### config.mk
export PLATFORM = sky130hd
export DESIGN_NAME = wdt_match_reset
export DESIGN_NICKNAME = d
export VERILOG_FILES = /design/src/rtl/wdt_pkg.sv /design/src/rtl/wdt_counter.sv /design/src/rtl/wdt_pulse.sv /design/src/rtl/wdt_regs.sv /design/src/rtl/wdt_match_reset.sv
export SDC_FILE = /design/constraint.sdc
export NUM_CORES = 1
export LEC_CHECK = 0
export ABC_CLOCK_PERIOD_IN_PS = 3600
export BUFFER_PORTS_ARGS = -buffer_cell sky130_fd_sc_hd__buf_2
export CORE_MARGIN = 2
export CORE_UTILIZATION = 59
export DETAILED_ROUTE_END_ITERATION = 7
export PLACE_DENSITY_LB_ADDON = 0.08
export SYNTH_ARGS = -nofsm -noshare
export SYNTH_HDL_FRONTEND = slang
export SYNTH_SLANG_ARGS = --single-unit
### constraint.sdc
create_clock -name clk -period 3.6 [get_ports clk]
set_clock_uncertainty 0.1 [all_clocks]
set_input_delay 0.72 -clock clk [delete_from_list [all_inputs] [get_ports clk]]
set_output_delay 0.72 -clock clk [all_outputs]
set_load 0.01 [all_outputs]
### src/rtl/wdt_pkg.sv
package wdt_pkg;
  localparam int BUS_W  = 32;
  localparam int ADDR_W = 5;

  localparam logic [2:0] IDX_IRQ   = 3'd0;
  localparam logic [2:0] IDX_CTRL  = 3'd1;
  localparam logic [2:0] IDX_CNT   = 3'd2;
  localparam logic [2:0] IDX_MCTRL = 3'd3;
  localparam logic [2:0] IDX_MATCH = 3'd4;
  localparam logic [2:0] IDX_OUTC  = 3'd5;
  localparam logic [2:0] IDX_PLEN  = 3'd6;
  localparam logic [2:0] IDX_FLAG  = 3'd7;

  localparam int C_EN  = 0;
  localparam int C_CLR = 1;
  localparam int C_DBG = 2;

  localparam int MC_IRQ  = 0;
  localparam int MC_ZERO = 1;
  localparam int MC_STOP = 2;
  localparam int MC_INT  = 3;
  localparam int MC_EXT  = 4;
  localparam int MC_FINT = 5;
  localparam int MC_FEXT = 6;

  typedef enum logic [1:0] {
    ACT_KEEP   = 2'd0,
    ACT_LOW    = 2'd1,
    ACT_HIGH   = 2'd2,
    ACT_TOGGLE = 2'd3
  } match_act_e;
endpackage

### src/rtl/wdt_counter.sv
module wdt_counter #(
  parameter int CNT_W = 32
) (
  input  logic             clk,
  input  logic             rst,
  input  logic             tick,
  input  logic             dbg_halt,
  input  logic             en,
  input  logic             clr,
  input  logic             dbg_freeze,
  input  logic             zero_on_hit,
  input  logic             stop_on_hit,
  input  logic [CNT_W-1:0] match_val,
  output logic [CNT_W-1:0] cnt,
  output logic             hit
);
  logic adv;

  assign adv = en & tick & ~(dbg_freeze & dbg_halt);
  assign hit = adv & ~clr & (cnt == match_val);

  always_ff @(posedge clk) begin
    if (rst || clr) begin
      cnt <= '0;
    end else if (adv) begin
      if (hit && stop_on_hit) cnt <= cnt;
      else if (hit && zero_on_hit) cnt <= '0;
      else cnt <= cnt + 1'b1;
    end
  end
endmodule

### src/rtl/wdt_pulse.sv
module wdt_pulse #(
  parameter int PULSE_W = 16
) (
  input  logic               clk,
  input  logic               rst,
  input  logic               tick,
  input  logic               req,
  input  logic [PULSE_W-1:0] len,
  output logic               active
);
  logic [PULSE_W-1:0] rem_q, rem_d;

  always_comb begin
    rem_d = rem_q;
    if (req) rem_d = len;
    else if (tick && rem_q != '0) rem_d = rem_q - 1'b1;
  end

  always_ff @(posedge clk) begin
    if (rst) begin
      rem_q  <= '0;
      active <= 1'b0;
    end else begin
      rem_q  <= rem_d;
      active <= (rem_d != '0);
    end
  end
endmodule

### src/rtl/wdt_regs.sv
module wdt_regs
  import wdt_pkg::*;
#(
  parameter int CNT_W   = 32,
  parameter int PULSE_W = 16
) (
  input  logic               clk,
  input  logic               rst,
  input  logic               por,
  input  logic               bus_sel,
  input  logic               bus_wr,
  input  logic [ADDR_W-1:0]  bus_addr,
  input  logic [BUS_W-1:0]   bus_wdata,
  output logic [BUS_W-1:0]   bus_rdata,
  input  logic [CNT_W-1:0]   cnt,
  input  logic               hit,
  output logic               ctrl_en,
  output logic               ctrl_clr,
  output logic               ctrl_dbg,
  output logic               m_zero,
  output logic               m_stop,
  output logic [CNT_W-1:0]   match_val,
  output logic [PULSE_W-1:0] pulse_len,
  output logic               int_req,
  output logic               ext_req,
  output logic               irq,
  output logic               match_out,
  output logic               rst_flag
);
  logic [2:0]  idx;
  logic        wr;
  logic [4:0]  mctrl;
  match_act_e  act;
  logic        unused_addr_bits;

  assign idx    = bus_addr[ADDR_W-1:2];
  assign wr     = bus_sel & bus_wr;
  assign m_zero = mctrl[MC_ZERO];
  assign m_stop = mctrl[MC_STOP];
  assign unused_addr_bits = ^bus_addr[1:0];

  always_ff @(posedge clk) begin
    if (rst) begin
      ctrl_en   <= 1'b0;
      ctrl_clr  <= 1'b0;
      ctrl_dbg  <= 1'b0;
      mctrl     <= '0;
      match_val <= '0;
      pulse_len <= '0;
      act       <= ACT_KEEP;
      match_out <= 1'b0;
      irq       <= 1'b0;
      int_req   <= 1'b0;
      ext_req   <= 1'b0;
    end else begin
      if (wr && idx == IDX_CTRL) begin
        ctrl_en  <= bus_wdata[C_EN];
        ctrl_clr <= bus_wdata[C_CLR];
        ctrl_dbg <= bus_wdata[C_DBG];
      end
      if (hit && mctrl[MC_STOP]) ctrl_en <= 1'b0;
      if (wr && idx == IDX_MCTRL) mctrl <= bus_wdata[4:0];
      if (wr && idx == IDX_MATCH) match_val <= bus_wdata[CNT_W-1:0];
      if (wr && idx == IDX_PLEN) pulse_len <= bus_wdata[PULSE_W-1:0];
      if (wr && idx == IDX_OUTC) begin
        act       <= match_act_e'(bus_wdata[5:4]);
        match_out <= bus_wdata[0];
      end else if (hit) begin
        case (act)
          ACT_LOW:    match_out <= 1'b0;
          ACT_HIGH:   match_out <= 1'b1;
          ACT_TOGGLE: match_out <= ~match_out;
          default:    match_out <= match_out;
        endcase
      end
      if (hit && mctrl[MC_IRQ]) irq <= 1'b1;
      else if (wr && idx == IDX_IRQ && bus_wdata[0]) irq <= 1'b0;
      int_req <= (hit & mctrl[MC_INT]) | (wr && idx == IDX_MCTRL && bus_wdata[MC_FINT]);
      ext_req <= (hit & mctrl[MC_EXT]) | (wr && idx == IDX_MCTRL && bus_wdata[MC_FEXT]);
    end
  end

  always_ff @(posedge clk) begin
    if (por) rst_flag <= 1'b0;
    else if (int_req || ext_req) rst_flag <= 1'b1;
  end

  always_ff @(posedge clk) begin
    if (rst) begin
      bus_rdata <= '0;
    end else if (bus_sel && !bus_wr) begin
      bus_rdata <= '0;
      case (idx)
        IDX_IRQ:   bus_rdata[0] <= irq;
        IDX_CTRL:  bus_rdata[2:0] <= {ctrl_dbg, ctrl_clr, ctrl_en};
        IDX_CNT:   bus_rdata[CNT_W-1:0] <= cnt;
        IDX_MCTRL: bus_rdata[4:0] <= mctrl;
        IDX_MATCH: bus_rdata[CNT_W-1:0] <= match_val;
        IDX_OUTC:  bus_rdata[5:0] <= {act, 3'b000, match_out};
        IDX_PLEN:  bus_rdata[PULSE_W-1:0] <= pulse_len;
        default:   bus_rdata[0] <= rst_flag;
      endcase
    end
  end
endmodule

### src/rtl/wdt_match_reset.sv
module wdt_match_reset
  import wdt_pkg::*;
#(
  parameter int CNT_W   = 32,
  parameter int PULSE_W = 16
) (
  input  logic              clk,
  input  logic              rst,
  input  logic              por,
  input  logic              tick,
  input  logic              dbg_halt,
  input  logic              bus_sel,
  input  logic              bus_wr,
  input  logic [ADDR_W-1:0] bus_addr,
  input  logic [BUS_W-1:0]  bus_wdata,
  output logic [BUS_W-1:0]  bus_rdata,
  output logic              irq,
  output logic              match_out,
  output logic              rst_int,
  output logic              rst_ext
);
  logic               rst_all;
  logic [CNT_W-1:0]   cnt_q;
  logic [CNT_W-1:0]   match_val;
  logic [PULSE_W-1:0] pulse_len;
  logic               hit;
  logic               ctrl_en, ctrl_clr, ctrl_dbg;
  logic               m_zero, m_stop;
  logic               ext_req;
  logic               rst_flag;

  assign rst_all = rst | por;

  wdt_regs #(.CNT_W(CNT_W), .PULSE_W(PULSE_W)) u_regs (
    .clk(clk), .rst(rst_all), .por(por),
    .bus_sel(bus_sel), .bus_wr(bus_wr), .bus_addr(bus_addr),
    .bus_wdata(bus_wdata), .bus_rdata(bus_rdata),
    .cnt(cnt_q), .hit(hit),
    .ctrl_en(ctrl_en), .ctrl_clr(ctrl_clr), .ctrl_dbg(ctrl_dbg),
    .m_zero(m_zero), .m_stop(m_stop),
    .match_val(match_val), .pulse_len(pulse_len),
    .int_req(rst_int), .ext_req(ext_req),
    .irq(irq), .match_out(match_out), .rst_flag(rst_flag)
  );

  wdt_counter #(.CNT_W(CNT_W)) u_cnt (
    .clk(clk), .rst(rst_all), .tick(tick), .dbg_halt(dbg_halt),
    .en(ctrl_en), .clr(ctrl_clr), .dbg_freeze(ctrl_dbg),
    .zero_on_hit(m_zero), .stop_on_hit(m_stop),
    .match_val(match_val), .cnt(cnt_q), .hit(hit)
  );

  wdt_pulse #(.PULSE_W(PULSE_W)) u_pulse (
    .clk(clk), .rst(rst_all), .tick(tick),
    .req(ext_req), .len(pulse_len), .active(rst_ext)
  );
endmodule

# Word level (Yosys, flattened, before mapping)
# Index checks and enable logic that the tools add are counted.
# op_classes
n_addsub	2
n_eq_ne	10
muxes	14
bitwise	15
n_reduce_logical	26
# op_table
operator	count
$add 32x1->32 const B	1
$eq 32x32->1	1
$mux 16	2
$mux 32	1
$pmux 16 s2	1
$reduce_bool 16->1	2
$pmux 10 s3	1
$pmux 2 s5	2
$sub 16x1->16 const B	1
$logic_and 1x1->1	14
$eq 3x3->1 const B	3
$and 1x1->1	8
$pmux 1 s7	1
$eq 3x2->1 const B	2
$eq 2x2->1 const B	2
$mux 1	4
$not 1->1	4
$pmux 1 s4	1
$reduce_and 2->1	2
$reduce_bool 2->1	2
$reduce_bool 4->1	1
$eq 3x1->1 const B	1
$logic_not 3->1	1
$or 1x1->1	3
other kinds (5)	6
# word_totals
reg_bits	144
output_inout_bits	36
word_cells	83

# Depth between registers and ports, before layout
# Gate-level depths: netlist of run 1.
# depth
word_depth	8
ltp_mapped	9
depth_no_buf	8

# Modules after synthesis
# From an unflattened synthesis of run 1, not the netlist that was laid out.
# hier_totals
cells_unflattened	894
area_unflattened_um2	7472.2
# modules_own_cells
module	instances	cells_per_inst	area_per_inst_um2	seq_area_each_um2
wdt_regs	1	452	4100.2	1901.8
wdt_counter	1	283	2147.1	640.6
wdt_pulse	1	158	1218.7	340.3
wdt_match_reset	1	1	6.3	0.0

# Least setup slack after synthesis of run 1
# Ideal clock, no wire load.
# synth_timing
path_type	input to register
startpoint	in tick
endpoint	reg u_cnt.cnt[19]
setup_time_ns	0.120
arrival_time_ns	2.487
required_time_ns	3.380
slack_ns	0.892
stages	8
n_path_buf	2
cell_sequence	and2_1 nand2_1 or4b_2 o41ai_4 buf_6 buf_6 or3_1 a21oi_1
# synth_via
elab_chain_cells	7
elab_cells_between_ends	9
cone_classes	mux (1); bitwise (5); reduce/logical (3)
# synth_lines
item	line	source
from (decl)	wdt_match_reset.sv:10	input logic tick,
$and 1x1->1 (*) (2 in series)	wdt_counter.sv:19	assign adv = en & tick & ~(dbg_freeze & dbg_halt);
$and 1x1->1 (2 in series)	wdt_counter.sv:20	assign hit = adv & ~clr & (cnt == match_val);
$logic_and 1x1->1	wdt_counter.sv:26	if (hit && stop_on_hit) cnt <= cnt;
$not 1->1 (no line)	n/a	
$reduce_and 2->1 (no line)	n/a	
to (signal assigned)	wdt_counter.sv:26	
to (signal assigned)	wdt_counter.sv:28	else cnt <= cnt + 1'b1;
to (decl)	wdt_counter.sv:14	output logic [CNT_W-1:0] cnt,
# Mark *: on every way between the ends. The rest lies on a longest branch, timed or not.
# A chain may end at the register's enable or synchronous reset.

# Worst setup path in the final report of run 1
# layout_timing
startpoint	reg u_cnt.cnt[7]
endpoint	reg u_cnt.cnt[8]
# layout_via
elab_chain_cells	5
elab_cells_between_ends	8
cone_classes	add/sub (1); eq/ne (1); mux (1); bitwise (2); reduce/logical (3)
# layout_lines
item
branches (longest 5 deep; another with $add 32x1->32)
# Several ways; the timed one is not identified.

==> results of run 1 <==
## final cells by class
cell class,count,share of cell area (%)
clock buffer,21,5.50
clock inverter,11,1.64
inverter,13,0.583
multi-input combinational,669,48.6
sequential,144,34.4
tap,168,2.51
timing repair buffer,99,6.73
## routing by layer
layer / GRT usage (%) / routed length (µm)
met5: 0 / 0
met4: 13.4 / 614
met3: 7.06 / 1640
met2: 49.4 / 9580
met1: 46.1 / 9430
## kinds of logic (layout without fill, tap and decap cells)
kind of cell	after synthesis	after routing	synth area share, %
AND/OR/NAND/NOR	385	385	26.5
AO/OA/AOI/OAI	216	216	20.0
buffers and inverters	78	144	4.93
flip-flops	144	144	39.5
adder cells (fa/ha/maj)	5	5	0.857
multiplexers	29	29	4.20
XOR/XNOR	34	34	4.08
## per-stage QoR
stage / setup WS, ns / utilization (%) / area [µm²] / hold slack, ns / instances
floorplan: 0.892 / - / 7300 / 0.339 / 891
global placement: 0.500 / 64.5 / 7770 / 0.352 / 1093
detailed placement: 0.441 / 64.5 / 7770 / 0.357 / 1093
CTS: 0.714 / 69.4 / 8370 / 0.355 / 1125
global route: 0.499 / 69.4 / 8370 / 0.377 / 1125
finish: 0.694 / 69.4 / 8370 / 0.369 / 1125
## cells in the mapped netlist, drive strengths merged (3+ instances only)
library cell  count
nand4            18
o21ai            21
or2               4
a21oi            92
nand3            22
o41ai             3
nor3b             3
nand2           135
xor2              8
and4              5
nor2             68
buf              11
a211o             3
nand2b           10
and3             11
a22oi            13
inv              12
dfxtp           144
or3              15
or4              33
o31ai            23
a22o             10
mux2i            16
nor2b            10
nor4             10
ha                5
mux2             13
a221oi           21
xnor2            26
nand3b            3
o31a              3
a31oi             5
nor3             32
o211ai            5
clkbuf           54
## power by group
group	internal (W)	total, W	switching [W]
combinational	0.000656	0.00163	0.000970
sequential	0.00168	0.00178	0.0000993
clock	0.00112	0.00180	0.000685
total	0.00346	0.00521	0.00175
## final timing paths
check	endpoint	startpoint	depth (start not counted)	slack, ns
min	u_regs.rst_flag$_SDFFE_PP0P_	por	2	0.37
max reg2reg	u_cnt.cnt[8]$_SDFFE_PP0P_	u_cnt.cnt[7]$_SDFFE_PP0P_	7	0.69
min reg2reg	u_regs.pulse_len[8]$_SDFFE_PP0P_	u_regs.pulse_len[8]$_SDFFE_PP0P_	2	0.37
max	u_cnt.cnt[8]$_SDFFE_PP0P_	u_cnt.cnt[7]$_SDFFE_PP0P_	7	0.69
## flip-flops by register name, summed over array words and instances, names as in the netlist, 2 cells and up
signal	cells
u_regs.mctrl	5
u_regs.pulse_len	16
u_regs.act	2
u_cnt.cnt	32
u_pulse.rem_q	16
u_regs.bus_rdata	32
u_regs.match_val	32
==> flow_metrics.env, run 1 <==
export IMPL_outcome="complete, no violations"
export IMPL_totalWireLength_mm=21.3
export IMPL_fin_crit_sh_pct=80.7
export IMPL_async_flop_share_pct=0
export IMPL_ir_worst_vdd_mv=0.438
export IMPL_dr_pass1_iters=5
export IMPL_initial_core_util_pct=60.5
export IMPL_ys_warn_count=0
export IMPL_power_leakage_nw=3.06
export IMPL_die_width_um=115
export IMPL_ys_types=64
export IMPL_yosys_most_used_dff="dfxtp_1"
export IMPL_clock_latency_ns=0.43
export IMPL_rows=40
export IMPL_vias_per_cell=6.36
export IMPL_timing_fmax_mhz=344
export IMPL_syn_area_um2=7300
export IMPL_grt_pass1_vias=6711
export IMPL_period_needed_ns=2.91
export IMPL_grt_total_usage_pct=32.9
export IMPL_crit_path_end_kind="flip-flop"
export IMPL_cts_root_buf="clkbuf_16"
export IMPL_clock_path_buffers=2
export IMPL_ios=80
export IMPL_hold_viol_final=0
export IMPL_wl_per_cell_um=18.9
export IMPL_cts_buffers=17
export IMPL_final_cell_mix="144 x dfxtp_1, 135 x nand2_1, 84 x a21oi_1"
export IMPL_diodes=0
export IMPL_drtIter0Drc=868
export IMPL_rsz0062_at_grt="no"
export IMPL_cp_data_required_time_ns=3.80
export IMPL_grt_max_degree=96
export IMPL_final_common_cell="dfxtp_1"
export IMPL_gp_congestion=0.932
export IMPL_synth_top_area_share_pct=39.5
export IMPL_hpwl_mm=15.2
export IMPL_slowest_stage="nor4_4"
export IMPL_die_h_um=115
export IMPL_grt_pass1_wl_mm=34.1
export IMPL_synth_edf_count=0
export IMPL_ys_top_cells_by_area="dfxtp_1 39%, nand2_1 6.9%, a21oi_1 5.8%"
export IMPL_drive_gt1_share_pct=16.9
export IMPL_die_area_um2=13300
export IMPL_cpPeakStageDelay_ns=0.55
export IMPL_cts_resized_gates=0
export IMPL_crit_family="simple AND/OR/NAND/NOR gates"
export IMPL_multiInputGateArea_um2=4070
export IMPL_maxCapViolCount=0
export IMPL_synthCells=891
export IMPL_clk_pin_slew_ns=0.06
export IMPL_ant_nets=0
export IMPL_yosys_register_bits=144
export IMPL_cts_htree_levels=4
export IMPL_tightest_slew_ns=1.22
export IMPL_yosysSeqAreaShare_pct=39.5
export IMPL_postCtsSetupBuffers=0
export IMPL_layout_area_seq_um2=2880
export IMPL_crit_arrival_ns=3.11
export IMPL_cp_common_cell="or4_1"
export IMPL_route_detailed_drc=0
export IMPL_finalSetupViolations=0
export IMPL_total_power_w=0.00521
export IMPL_crit_type="reg2reg"
export IMPL_cts_sinks=144
export IMPL_postCtsHoldBufs=0
export IMPL_tns_ns=0
export IMPL_power_density_nw_per_um2=622
export IMPL_antenna_found_initial=0
export IMPL_grt_overflow_total=0
export IMPL_cts_tree="yes"
export IMPL_area_growth_pct=14.7
export IMPL_drv_slew=0
export IMPL_synthesis_nets=940
export IMPL_crit_chain="xor2_1 -> or4_1 -> or4_4 -> nor4_4 -> buf_4 -> or4_1 -> a21oi_2"
export IMPL_cp_max_fo=18
export IMPL_critPathBufInv=1
export IMPL_vias=7154
export IMPL_hp_class="in2reg"
export IMPL_critPathLaunchType="flip-flop"
export IMPL_fillers=994
export IMPL_yosysTopAreaCell="dfxtp_1"
export IMPL_relSlewSlack_pct=18.5
export IMPL_port_buffers=77
export IMPL_avgSynthCellArea_um2=8.20
export IMPL_nets=993
export IMPL_core_area_um2=12100
Power figures use the tool's default switching activity.
==> run 2: changes to the inputs <==
--- a/config.mk
+++ b/config.mk
@@ -5,7 +5,7 @@
 export SDC_FILE = /design/constraint.sdc
 export NUM_CORES = 1
 export LEC_CHECK = 0
-export ABC_CLOCK_PERIOD_IN_PS = 3600
+export ABC_CLOCK_PERIOD_IN_PS = 2750
 export BUFFER_PORTS_ARGS = -buffer_cell sky130_fd_sc_hd__buf_2
 export CORE_MARGIN = 2
 export CORE_UTILIZATION = 59
==> constraint.sdc (replaced) <==
create_clock -name clk -period 2.75 [get_ports clk]
set_clock_uncertainty 0.1 [all_clocks]
set_input_delay 0.55 -clock clk [delete_from_list [all_inputs] [get_ports clk]]
set_output_delay 0.55 -clock clk [all_outputs]
set_load 0.01 [all_outputs]
==> run 2 against run 1 <==
The run now ends with design-rule violations left; global-route usage rose by 0.21 points; largest power group unchanged; via count rose by 2.7%; first-iteration DRC count grew 4.0%; die area stayed put; utilization grew 1.9 points; critical path depth stayed put; clock power increased by 39%.
==> flow_metrics.env, run 2 (synthesis results as in run 1) <==
export IMPL_diodes=0
export IMPL_crit_arrival_ns=2.84
export IMPL_antenna_found_initial=0
export IMPL_rows=40
export IMPL_period_needed_ns=2.64
export IMPL_vias_per_cell=6.43
export IMPL_cp_data_required_time_ns=2.95
export IMPL_tightest_slew_ns=0.716
export IMPL_cts_buffers=17
export IMPL_port_buffers=77
export IMPL_grt_overflow_total=0
export IMPL_violations="design-rule violations"
export IMPL_nets=1013
export IMPL_postCtsHoldBufs=0
export IMPL_gp_congestion=0.935
export IMPL_initial_core_util_pct=60.5
export IMPL_slowest_stage="or4b_2"
export IMPL_hp_class="in2reg"
export IMPL_wl_per_cell_um=19.0
export IMPL_power_leakage_nw=3.20
export IMPL_maxCapViolCount=0
export IMPL_fin_crit_sh_pct=95.9
export IMPL_power_density_nw_per_um2=817
export IMPL_rsz0062_at_grt="no"
export IMPL_fillers=959
export IMPL_hold_viol_final=0
export IMPL_clock_path_buffers=2
export IMPL_cts_resized_gates=0
export IMPL_place_inst=1113
export IMPL_cts_root_buf="clkbuf_16"
export IMPL_cts_htree_levels=4
export IMPL_total_power_w=0.00703
export IMPL_hpwl_mm=15.3
export IMPL_totalWireLength_mm=21.7
export IMPL_reg_top3="u_cnt.cnt: 32 flops, u_regs.bus_rdata: 32 flops, u_regs.match_val: 32 flops"
export IMPL_clock_latency_ns=0.42
export IMPL_clk_pin_slew_ns=0.06
export IMPL_area_growth_pct=17.9
export IMPL_route_detailed_drc=1
export IMPL_postCtsSetupBuffers=0
export IMPL_final_cell_mix="144 x dfxtp_1, 135 x nand2_1, 84 x a21oi_1"
export IMPL_crit_type="reg2reg"
export IMPL_ir_worst_vdd_mv=0.528
export IMPL_cts_tree="yes"
export IMPL_grt_pass1_wl_mm=34.2
export IMPL_cts_sinks=144
export IMPL_ant_nets=0
export IMPL_die_area_um2=13300
export IMPL_grt_total_usage_pct=33.1
export IMPL_outcome="complete, but fails checks"
export IMPL_core_area_um2=12100
export IMPL_ios=80
export IMPL_drv_slew=0
export IMPL_timing_fmax_mhz=379
export IMPL_die_width_um=115
export IMPL_grt_pass1_vias=6697
export IMPL_critPathLaunchType="flip-flop"
export IMPL_cp_max_fo=38
export IMPL_instances_no_fill=1143
export IMPL_fin_hold_ws_ns=0.203
export IMPL_cpPeakStageDelay_ns=0.72
export IMPL_dr_pass1_iters=7
export IMPL_crit_path_end_kind="flip-flop"
export IMPL_finalSetupViolations=0
export IMPL_die_h_um=115
export IMPL_final_common_cell="dfxtp_1"
export IMPL_drive_gt1_share_pct=18.6
export IMPL_relSlewSlack_pct=52.2
export IMPL_crit_chain="xnor2_1 -> nand4_1 -> or4b_2 -> o41ai_4 -> buf_12 -> or4_1 -> a21oi_1"
export IMPL_drtIter0Drc=903
export IMPL_vias=7349
export IMPL_grt_max_degree=73
export IMPL_tns_ns=0
[run 2: path summary, 6_finish.rpt]
path,slack [ns],cells after the start,endpoint,startpoint
setup / recovery,0.11,7,u_cnt.cnt[16]$_SDFFE_PP0P_,u_cnt.cnt[17]$_SDFFE_PP0P_
hold / removal,0.20,2,u_regs.rst_flag$_SDFFE_PP0P_,por
setup reg to reg,0.11,7,u_cnt.cnt[16]$_SDFFE_PP0P_,u_cnt.cnt[17]$_SDFFE_PP0P_
hold reg to reg,0.38,2,u_regs.pulse_len[4]$_SDFFE_PP0P_,u_regs.pulse_len[4]$_SDFFE_PP0P_
[run 2: report_power, final]
part / internal [W] / total [W] / switching (W)
Combinational: 0.000896 / 0.00220 / 0.00131
Sequential: 0.00220 / 0.00233 / 0.000128
Clock: 0.00162 / 0.00250 / 0.000878
Total: 0.00471 / 0.00703 / 0.00231
[run 2: final cells by class]
cell class	instances	area (µm²)	share of cell area (%)
clock inverter	11	189	2.20
clock buffer	19	443	5.15
multi-input combinational	669	4070	47.3
tap	168	210	2.44
inverter	13	48.8	0.567
timing repair buffer	119	763	8.87
sequential	144	2880	33.5
[run 2: critical path: cells and delay by family (launching register included)]
kind / cells / cell delay, ns
simple gates: 3 / 1.01
compound gates: 2 / 0.44
flops: 1 / 0.37
xor+xnor: 1 / 0.35
buf+inv: 1 / 0.24
[run 2: through the flow]
stage / util, % / setup slack (ns) / area [µm²]
after floorplan: - / 0.212 / 7300
after detailed placement: 66.1 / 0.0689 / 7970
after global routing: 71.3 / 0.0336 / 8610
final: 71.3 / 0.112 / 8610
after CTS: 71.3 / 0.157 / 8610
after global placement: 66.1 / 0.125 / 7970
[run 2: layer usage]
metal	global-route usage [%]	wire [µm]	vias to the layer above
met5	0	0	-
met4	12.4	552	0
met3	8.38	1960	58
met2	51.1	9840	379
met1	45.0	9320	3499
li1	-	-	3413
==> run 3: changes to the inputs <==
--- a/config.mk
+++ b/config.mk
@@ -10,7 +10,7 @@
 export CORE_MARGIN = 2
 export CORE_UTILIZATION = 59
 export DETAILED_ROUTE_END_ITERATION = 7
-export PLACE_DENSITY_LB_ADDON = 0.08
+export PLACE_DENSITY = 0.8
 export SYNTH_ARGS = -nofsm -noshare
 export SYNTH_HDL_FRONTEND = slang
 export SYNTH_SLANG_ARGS = --single-unit
==> run 3 against run 2 <==
The flow now finishes without violations; hold slack improved by 0.0069 ns; sequential share of layout area rose by 0.15 points; total power fell by 2.2%; global-route usage fell by 0.49 points; highest routed layer unchanged; non-clock buffer count rose by 4; flip-flop and latch count did not move; worst setup slack got worse by 0.0037 ns; fmax fell by 0.14%.
==> flow_metrics.env, run 3 (synthesis results as in run 1) <==
export IMPL_ant_nets=0
export IMPL_reg2reg_from="u_pulse.rem_q[3]$_SDFF_PP0_"
export IMPL_cts_htree_levels=4
export IMPL_vias=7221
export IMPL_power_leakage_nw=3.20
export IMPL_ios=80
export IMPL_final_common_cell="dfxtp_1"
export IMPL_cts_root_buf="clkbuf_16"
export IMPL_dr_wl_met2_mm=9.65
export IMPL_relSlewSlack_pct=57.0
export IMPL_clock_latency_ns=0.43
export IMPL_drive_gt1_share_pct=18.7
export IMPL_antenna_found_initial=0
export IMPL_clk_pin_slew_ns=0.06
export IMPL_crit_type="reg2reg"
export IMPL_final_cell_mix="144 x dfxtp_1, 135 x nand2_1, 84 x a21oi_1"
export IMPL_grt_pass1_wl_mm=34.0
export IMPL_postCtsHoldBufs=0
export IMPL_wl_per_cell_um=18.2
export IMPL_reg2reg_slack_ns=0.11
export IMPL_cts_tree="yes"
export IMPL_fillers=961
export IMPL_crit_arrival_ns=2.83
export IMPL_clock_path_buffers=2
export IMPL_gp_congestion=0.919
export IMPL_crit_start="u_pulse.rem_q[3]$_SDFF_PP0_"
export IMPL_finalSetupViolations=0
export IMPL_fin_ws_ns=0.108
export IMPL_initial_core_util_pct=60.5
export IMPL_ir_worst_vdd_mv=0.518
export IMPL_core_area_um2=12100
export IMPL_cp_max_fo=6
export IMPL_hold_viol_final=0
export IMPL_grt_total_usage_pct=32.6
export IMPL_timing_fmax_mhz=379
export IMPL_dr_pass1_iters=7
export IMPL_period_needed_ns=2.64
export IMPL_cts_buffers=17
export IMPL_cts_resized_gates=0
export IMPL_power_density_nw_per_um2=802
export IMPL_dr_max_layer_used="met4"
export IMPL_wl_met1_mm=8.93
export IMPL_total_power_w=0.00687
export IMPL_port_buffers=77
export IMPL_die_width_um=115
export IMPL_route_detailed_drc=0
export IMPL_worstSetupEndpoint="u_pulse.active$_SDFF_PP0_"
export IMPL_rsz0062_at_grt="no"
export IMPL_area_growth_pct=17.3
export IMPL_hp_class="in2reg"
export IMPL_grt_max_degree=70
export IMPL_critPathLaunchType="flip-flop"
export IMPL_maxCapViolCount=0
export IMPL_reg_top3="u_cnt.cnt: 32 flops, u_regs.bus_rdata: 32 flops, u_regs.match_val: 32 flops"
export IMPL_postCtsSetupBuffers=0
export IMPL_cp_data_required_time_ns=2.94
export IMPL_drtIter0Drc=798
export IMPL_dpl_worst_slack_ns=0.0508
export IMPL_hpwl_mm=14.5
export IMPL_worstHoldStart="por"
export IMPL_diodes=0
export IMPL_fin_crit_sh_pct=96.1
export IMPL_grt_pass1_vias=6762
export IMPL_rows=40
export IMPL_crit_path_end_kind="flip-flop"
export IMPL_vias_per_cell=6.30
export IMPL_grt_overflow_total=0
export IMPL_cts_sinks=144
export IMPL_tightest_slew_ns=0.644
export IMPL_nets=1017
export IMPL_totalWireLength_mm=20.8
export IMPL_die_area_um2=13300
export IMPL_met3_length_mm=1.73
export IMPL_drv_slew=0
export IMPL_r2r_cells=7
export IMPL_timing_rr_end="u_pulse.active$_SDFF_PP0_"
export IMPL_outcome="complete, no violations"
export IMPL_die_h_um=115
export IMPL_tns_ns=0
-- run 3: changes by cell type in the layout (fill, tap and decap cells not counted), sizes merged --
| cell | before | now |
|---|---|---|
| clkinv | 5 | 6 |
| buf | 119 | 123 |
| clkbuf | 19 | 23 |
| clkinvlp | 2 | 0 |
| bufinv | 5 | 2 |
-- run 3: worst min-delay path by stage --
stage / endpoint / slack, ns / cells after the start
floorplan: u_regs.rst_flag$_SDFFE_PP0P_ / 0.34 / 2
global placement: u_regs.irq$_SDFFE_PP0P_ / 0.36 / 2
detailed placement: u_regs.rst_flag$_SDFFE_PP0P_ / 0.35 / 2
CTS: u_regs.rst_flag$_SDFFE_PP0P_ / 0.20 / 2
global route: u_regs.rst_flag$_SDFFE_PP0P_ / 0.21 / 2
finish: u_regs.rst_flag$_SDFFE_PP0P_ / 0.21 / 2
-- run 3: layer usage --
| layer | up-vias | global-route usage, % |
|---|---|---|
| li1 | 3411 | - |
| met1 | 3406 | 43.8 |
| met2 | 352 | 50.9 |
| met3 | 52 | 7.75 |
| met4 | 0 | 12.9 |
| met5 | - | 0 |
-- run 3: critical path, stage by stage (launching register included) --
cell      delay [ns]
dfxtp_1         0.35
or4_1           0.64
buf_4           0.20
o311ai_0        0.35
o311a_1         0.26
nand4_1         0.11
nor4_1          0.35
a31oi_1         0.13
-- run 3: through the flow --
step / instance area (µm²) / cells / utilization [%] / hold slack (ns)
2_1_floorplan: 7300 / 891 / - / 0.339
3_3_place_gp: 8000 / 1117 / 66.4 / 0.358
3_5_place_dp: 8000 / 1117 / 66.4 / 0.354
4_1_cts: 8570 / 1147 / 71.0 / 0.201
5_1_grt: 8570 / 1147 / 71.0 / 0.205
6_report: 8570 / 1147 / 71.0 / 0.210
-- run 3: power breakdown --
part	leakage [nW]	total, W	switching [W]	internal, W
clock network	0.282	0.00224	0.000856	0.00139
logic	1.75	0.00233	0.00135	0.000984
registers	1.16	0.00230	0.000101	0.00220
-- run 3: area by class of cell --
type / instances / area [µm²] / share of cell area, %
clock buffer: 23 / 478 / 5.58
clock inverter: 7 / 85.1 / 0.993
inverter: 13 / 48.8 / 0.570
multi-input combinational: 669 / 4070 / 47.5
sequential: 144 / 2880 / 33.6
tap: 168 / 210 / 2.45
timing repair buffer: 123 / 793 / 9.26
